$ cat src/rtl/perr_pkg.sv
package perr_pkg;
    localparam int EV_N  = 4;
    localparam int CLS_N = 4;
    localparam int AW    = 3;

    localparam logic [AW-1:0] A_FIRST = 3'd0;
    localparam logic [AW-1:0] A_NEXT  = 3'd1;
    localparam logic [AW-1:0] A_MASK  = 3'd2;
    localparam logic [AW-1:0] A_CMD0  = 3'd3;
    localparam logic [AW-1:0] A_GCTL  = 3'd7;

    // notification class indices, command register at A_CMD0 + index
    localparam int C_SCI   = 0;
    localparam int C_SMI   = 1;
    localparam int C_SERR  = 2;
    localparam int C_MCERR = 3;

    typedef struct packed {
        logic [EV_N-1:0] first;
        logic [EV_N-1:0] next;
    } flags_t;

    typedef struct packed {
        logic [EV_N-1:0]            mask;
        logic [CLS_N-1:0][EV_N-1:0] cmd;
        logic                       serr_en;
    } cfg_t;
endpackage

$ cat src/rtl/perr_cfg.sv
module perr_cfg
    import perr_pkg::*;
#(
    parameter int DW = 8
) (
    input  logic          clk,
    input  logic          rst_n,
    input  logic          wr_en,
    input  logic [AW-1:0] addr,
    input  logic [DW-1:0] wdata,
    output cfg_t          cfg_q
);
    cfg_t cfg_d;

    always_comb begin
        cfg_d = cfg_q;
        if (wr_en) begin
            if (addr == A_MASK) cfg_d.mask = wdata[EV_N-1:0];
            if (addr == A_GCTL) cfg_d.serr_en = wdata[0];
            for (int k = 0; k < CLS_N; k++) begin
                if (addr == A_CMD0 + AW'(k)) cfg_d.cmd[k] = wdata[EV_N-1:0];
            end
        end
    end

    always_ff @(posedge clk or negedge rst_n) begin
        if (!rst_n) begin
            cfg_q.mask    <= '1;
            cfg_q.cmd     <= '0;
            cfg_q.serr_en <= 1'b0;
        end else begin
            cfg_q <= cfg_d;
        end
    end
endmodule

$ cat src/rtl/perr_capture.sv
module perr_capture
    import perr_pkg::*;
(
    input  logic            clk,
    input  logic            rst_n,
    input  logic [EV_N-1:0] ev,
    input  logic [EV_N-1:0] mask,
    input  logic [EV_N-1:0] clr_first,
    input  logic [EV_N-1:0] clr_next,
    output flags_t          flags_q
);
    flags_t          flags_d;
    logic [EV_N-1:0] hit;
    logic [EV_N-1:0] f_keep;
    logic [EV_N-1:0] n_keep;
    logic [EV_N-1:0] pick;

    always_comb begin
        hit    = ev & ~mask;
        f_keep = flags_q.first & ~clr_first;
        n_keep = flags_q.next & ~clr_next;
        pick   = hit & (~hit + EV_N'(1));
        if (f_keep == '0 && hit != '0) begin
            flags_d.first = pick;
            flags_d.next  = n_keep | (hit & ~pick);
        end else begin
            flags_d.first = f_keep;
            flags_d.next  = n_keep | hit;
        end
    end

    always_ff @(posedge clk or negedge rst_n) begin
        if (!rst_n) flags_q <= '0;
        else        flags_q <= flags_d;
    end
endmodule

$ cat src/rtl/perr_route.sv
module perr_route
    import perr_pkg::*;
(
    input  flags_t           flags,
    input  cfg_t             cfg,
    output logic [CLS_N-1:0] notify,
    output logic             sum_first,
    output logic             sum_next
);
    logic [EV_N-1:0] live;

    always_comb begin
        live      = (flags.first | flags.next) & ~cfg.mask;
        sum_first = |(flags.first & ~cfg.mask);
        sum_next  = |(flags.next & ~cfg.mask);
    end

    for (genvar k = 0; k < CLS_N; k++) begin : g_cls
        if (k == C_SERR) begin : g_gated
            assign notify[k] = cfg.serr_en & (|(live & cfg.cmd[k]));
        end else begin : g_plain
            assign notify[k] = |(live & cfg.cmd[k]);
        end
    end
endmodule

$ cat src/rtl/perr_log_router.sv
module perr_log_router
    import perr_pkg::*;
#(
    parameter int DW = 8
) (
    input  logic            clk,
    input  logic            rst_n,
    input  logic [EV_N-1:0] ev_i,
    input  logic            reg_wr_en,
    input  logic [AW-1:0]   reg_addr,
    input  logic [DW-1:0]   reg_wdata,
    output logic [DW-1:0]   reg_rdata,
    output logic            sci_o,
    output logic            smi_o,
    output logic            serr_o,
    output logic            mcerr_o,
    output logic            gnf_first_o,
    output logic            gnf_next_o
);
    cfg_t             cfg_q;
    flags_t           flags_q;
    logic [EV_N-1:0]  clr_first;
    logic [EV_N-1:0]  clr_next;
    logic [CLS_N-1:0] notify;
    logic [EV_N-1:0]  rd_sel;

    always_comb begin
        clr_first = (reg_wr_en && reg_addr == A_FIRST) ? reg_wdata[EV_N-1:0] : '0;
        clr_next  = (reg_wr_en && reg_addr == A_NEXT)  ? reg_wdata[EV_N-1:0] : '0;
    end

    perr_cfg #(.DW(DW)) u_cfg (
        .clk   (clk),
        .rst_n (rst_n),
        .wr_en (reg_wr_en),
        .addr  (reg_addr),
        .wdata (reg_wdata),
        .cfg_q (cfg_q)
    );

    perr_capture u_cap (
        .clk       (clk),
        .rst_n     (rst_n),
        .ev        (ev_i),
        .mask      (cfg_q.mask),
        .clr_first (clr_first),
        .clr_next  (clr_next),
        .flags_q   (flags_q)
    );

    perr_route u_route (
        .flags     (flags_q),
        .cfg       (cfg_q),
        .notify    (notify),
        .sum_first (gnf_first_o),
        .sum_next  (gnf_next_o)
    );

    assign sci_o   = notify[C_SCI];
    assign smi_o   = notify[C_SMI];
    assign serr_o  = notify[C_SERR];
    assign mcerr_o = notify[C_MCERR];

    always_comb begin
        rd_sel = '0;
        case (reg_addr)
            A_FIRST: rd_sel = flags_q.first;
            A_NEXT:  rd_sel = flags_q.next;
            A_MASK:  rd_sel = cfg_q.mask;
            A_GCTL:  rd_sel = EV_N'(cfg_q.serr_en);
            default: begin
                for (int k = 0; k < CLS_N; k++) begin
                    if (reg_addr == A_CMD0 + AW'(k)) rd_sel = cfg_q.cmd[k];
                end
            end
        endcase
        reg_rdata = DW'(rd_sel);
    end
endmodule

$ cat config.mk
export PLATFORM = sky130hd
export DESIGN_NAME = perr_log_router
export DESIGN_NICKNAME = d
export VERILOG_FILES = /design/src/rtl/perr_pkg.sv /design/src/rtl/perr_cfg.sv /design/src/rtl/perr_capture.sv /design/src/rtl/perr_route.sv /design/src/rtl/perr_log_router.sv
export SDC_FILE = /design/constraint.sdc
export NUM_CORES = 1
export LEC_CHECK = 0
export CORE_AREA = 2 2 57 73
export DETAILED_ROUTE_END_ITERATION = 10
export DIE_AREA = 0 0 59 75
export PLACE_DENSITY = 0.77
export SYNTH_ARGS = -nofsm -noshare
export SYNTH_HDL_FRONTEND = slang
export SYNTH_HIERARCHICAL = 1
export SYNTH_SLANG_ARGS = --single-unit
$ cat constraint.sdc
create_clock -name clk -period 1.9 [get_ports clk]
set_clock_uncertainty 0.15 [all_clocks]
set_input_delay 0.285 -clock clk [delete_from_list [all_inputs] [get_ports clk]]
set_output_delay 0.285 -clock clk [all_outputs]
set_load 0.02 [all_outputs]
==> impl_metrics.py, run 1 <==
metrics = {
    "finish": {
        "final_cells": 279,
        "fill_cells": 237,
        "drive_gt1_frac": 0.5607,
        "diodes": 0,
        "syn2layout_area_growth_pct": 45.93,
        "fin_nets": 256,
        "design_area_sq_um": 2779,
    },
    "clock_tree": {
        "cts_tree": "yes",
        "numCtsBuffers": 5,
        "clk_pin_slew_ps": 70,
        "clock_tree.root_cell": "clkbuf_8",
        "cts_sinks": 29,
        "cts-hold-fix-buffers": 0,
        "cts_max_level": 2,
        "clk_latency_ps": 290,
        "ctsLongestPathBuffers": 2,
    },
    "hold_path": {
        "holdCritPathClass": "input port to asynchronous set/reset pin",
    },
    "die": {
        "rows": 25,
        "die_h_microns": 75,
        "start_util": 0.5159,
        "ios": 32,
        "design.core.area_sq_um": 3691,
        "die_w_microns": 59,
        "die_area_sq_um": 4425,
    },
    "place": {
        "place_area_sq_um": 2432,
        "place.gp.congestion": 0.9214,
        "place_inst": 261,
        "io_buffers": 23,
        "hpwlAfterDp_microns": 3829,
        "place_ws_ps": -849.6,
    },
    "setup_path": {
        "cp_max_fo": 2,
        "crit_type": "register to output pin",
        "required_ps": 1460,
        "crit_path_end": "reg_rdata[0]",
        "startpoint": "u_cap/flags_q[0]$_DFF_PN0_",
        "setup.worst_path.end_class": "output pin",
        "cp_num_cells": 3,
        "worst-path-buf-inv": 1,
        "cp.arrival_ps": 1560,
        "cp_cell_sequence": "mux4_2, mux2_4, buf_6",
        "r2r_end": "u_cap/flags_q[2]$_DFF_PN0_",
        "worst_r2r_path_depth": 5,
        "r2r_start": "u_cfg/cfg_q[17]$_DFFE_PN1P_",
        "rrSetupSlack_ps": 350,
        "slowest_stage": "mux4_2",
        "critPathMaxStageDelay_ps": 470,
        "cp_top_family": "multiplexers",
        "cp-start-kind": "register",
    },
    "global_routing": {
        "grt_pass1_wl_microns": 8507,
        "globalRouteTotalUtil": 0.2640,
        "grt_max_degree": 30,
        "grt_overflow": 0,
        "grt_pass1_vias": 1732,
        "antenna_found_initial": 0,
    },
    "outcome": {
        "status": "complete, but fails checks",
        "violations": "setup timing",
    },
    "timing": {
        "fin_hold_ws_ps": 240.1,
        "rsz0062_at_grt": "yes",
        "period_share": 1.048,
        "slew_viol_final": 0,
        "setup_viol": 5,
        "finalCriticalPeriod_ps": 1991,
        "setup_ws_ps": -90.97,
        "max_freq_mhz": 502.3,
        "hold_viol_final": 0,
        "tightestPinTransition_ps": 502.6,
        "slew_headroom": 0.6642,
    },
    "route": {
        "routedWlPerCell_microns": 20.21,
        "vias_per_cell": 5.996,
        "vias": 1673,
        "wl_microns": 5639,
        "firstDrtPassIters": 4,
        "drtAntennaViolNets": 0,
        "drcViolationCount": 0,
        "dr.first_iter.drc_count": 108,
    },
    "logic_synthesis": {
        "async_reset_ff_frac": 1.000,
        "syn-cell-area_sq_um": 1904,
        "synth_edf_count": 0,
        "syn_avg_cell_area_sq_um": 11.54,
        "yosysWarnings": 6,
        "ys_seq_elements": 29,
        "ys_seq_area_frac": 0.3837,
        "yosysUniqueCellTypes": 44,
        "synth_ff_type": "dfrtp_1",
        "syn_inst": 165,
    },
    "flow_run": {
        "drv_cap": 0,
    },
    "power": {
        "leakagePower_nw": 1.222,
        "peakVddDrop_mv": 0.6401,
        "p_per_area_nw_per_um2": 1091,
    },
}
-- area by class of cell --
cell class,count,area (sq um),area share
multi-input cells,125,1225,0.4408
inverters,7,28.78,0.01036
well taps,40,50.05,0.01801
clock buffers,6,82.58,0.02972
flip-flops and latches,29,732.0,0.2634
clock inverters,2,37.54,0.01351
repair buffers,70,623.1,0.2242
-- where the power goes --
group          internal (mW)  switching [mW]  total, mW  leakage, nW
Clock                  0.426           0.249      0.675       0.0574
Combinational          0.769           0.647       1.42        0.834
Sequential             0.783           0.157      0.940        0.330
Total                   1.98            1.05       3.03         1.22
-- state kept, by name, indices dropped and copies added, names as in the netlist --
name / flops
u_cfg/cfg_q: 21
u_cap/flags_q: 8
-- cell usage in the layout, fill, tap and decap left out, drive strengths merged --
master         instances
or2                    1
nand3                  1
a221oi                 3
a21oi                  3
o221ai                 2
conb                   4
and4                   1
clkdlybuf4s15          1
bufbuf                 1
nand4                  3
nor2b                  9
nand2b                 7
o21ai                 10
bufinv                 1
and2                   8
a22o                   3
mux2                  22
dfstp                  4
nor3b                  4
o31ai                  1
mux2i                  3
nand2                  4
nor2                   6
buf                   57
o21ba                  4
o22ai                  1
nor3                   1
nor4                   1
inv                    7
a21boi                 1
clkdlybuf4s50         10
and4bb                 3
clkbuf                 7
clkinvlp               1
nand4b                 3
a22oi                 13
o41ai                  1
dfrtp                 25
mux4                   2
-- metrics by stage --
stage | TNS, ps | utilization | power, mW
floorplan | 0 | - | 1.584
finish | -189.6 | 0.7529 | 3.032
detailed placement | -13870 | 0.6590 | 2.133
global route | -501.0 | 0.7529 | 3.162
CTS | -91.52 | 0.7305 | 2.944
global placement | -12350 | 0.6590 | 2.101
-- what timing repair did --
| item | 4_1_cts | 5_1_grt |
|---|---|---|
| setup endpoints to repair | 18 | 16 |
| resized for setup | 84 | 13 |
| buffers inserted | 4 | 4 |
| pin swaps | 12 | 9 |
| gates cloned | 1 | 1 |
-- kinds of logic (layout without fill, tap and decap cells) --
logic type	count (synthesis)	in the layout	share of synthesized area
AO/OA/AOI/OAI	42	42	0.1820
flip-flops	29	29	0.3837
multiplexers	27	27	0.1873
other	1	4	0.001969
AND/OR/NAND/NOR	52	52	0.2030
buffers and inverters	14	85	0.04205
-- how the worst min path moves through the flow --
stage,startpoint,end,depth (start not counted)
3_5_place_dp,u_cfg/cfg_q[2]$_DFFE_PN0P_,u_cfg/cfg_q[2]$_DFFE_PN0P_,1
2_1_floorplan,rst_n,u_cap/flags_q[0]$_DFF_PN0_,0
6_report,rst_n,u_cap/flags_q[1]$_DFF_PN0_,2
4_1_cts,rst_n,u_cfg/cfg_q[12]$_DFFE_PN0P_,2
5_1_grt,rst_n,u_cap/flags_q[1]$_DFF_PN0_,2
3_3_place_gp,u_cfg/cfg_q[12]$_DFFE_PN0P_,u_cfg/cfg_q[12]$_DFFE_PN0P_,1
-- worst register-to-register path: stages (launching register included) --
cell	delay (ps)
dfstp_2	380
buf_6	120
buf_4	120
nor2b_1	400
nor3_1	120
a21oi_1	170
-- cells in the mapped netlist (2+ instances only) --
| library cell | instances | area (sq um) |
|---|---|---|
| nand2b_4 | 3 | 41.29 |
| nor3b_1 | 3 | 22.52 |
| o21ba_4 | 2 | 32.53 |
| and2_1 | 8 | 50.05 |
| mux2_4 | 9 | 135.1 |
| nor2_1 | 6 | 22.52 |
| mux2i_1 | 3 | 30.03 |
| o221ai_1 | 2 | 17.52 |
| inv_1 | 7 | 26.28 |
| nand2_1 | 4 | 15.01 |
| dfstp_2 | 4 | 105.1 |
| nand4b_1 | 3 | 26.28 |
| mux4_2 | 2 | 45.04 |
| a22oi_1 | 12 | 90.09 |
| a22o_1 | 3 | 26.28 |
| and4bb_4 | 2 | 32.53 |
| o21ai_0 | 6 | 30.03 |
| dfrtp_1 | 25 | 625.6 |
| nand4_1 | 2 | 12.51 |
| a21oi_1 | 3 | 15.01 |
| buf_4 | 5 | 37.54 |
| mux2_2 | 13 | 146.4 |
| nand2b_1 | 3 | 18.77 |
| o21ba_2 | 2 | 20.02 |
| a221oi_2 | 3 | 45.04 |
| nor2b_1 | 9 | 56.30 |
| o21ai_1 | 4 | 20.02 |
-- layer usage --
| layer | global-route usage | share of wire | up-vias | routed length, microns |
|---|---|---|---|---|
| li1 | - | - | 760 | - |
| met1 | 0.3018 | 0.38 | 835 | 2131 |
| met2 | 0.4815 | 0.54 | 62 | 3060 |
| met3 | 0.04983 | 0.049 | 16 | 276 |
| met4 | 0.1035 | 0.030 | 0 | 170 |
| met5 | 0 | 0 | - | 0 |
(Power assumes the default switching activity.)
==> inputs of run 2 (changes only) <==
- ABC_CLOCK_PERIOD_IN_PS: not set -> 1900
==> results of run 2 <==
Final layout, timing and power as in run 1 (identical DEF).
==> inputs of run 3 (changes only) <==
- SLEW_MARGIN: not set -> 20
==> results of run 3 <==
Final layout, timing and power as in run 1 (identical DEF).
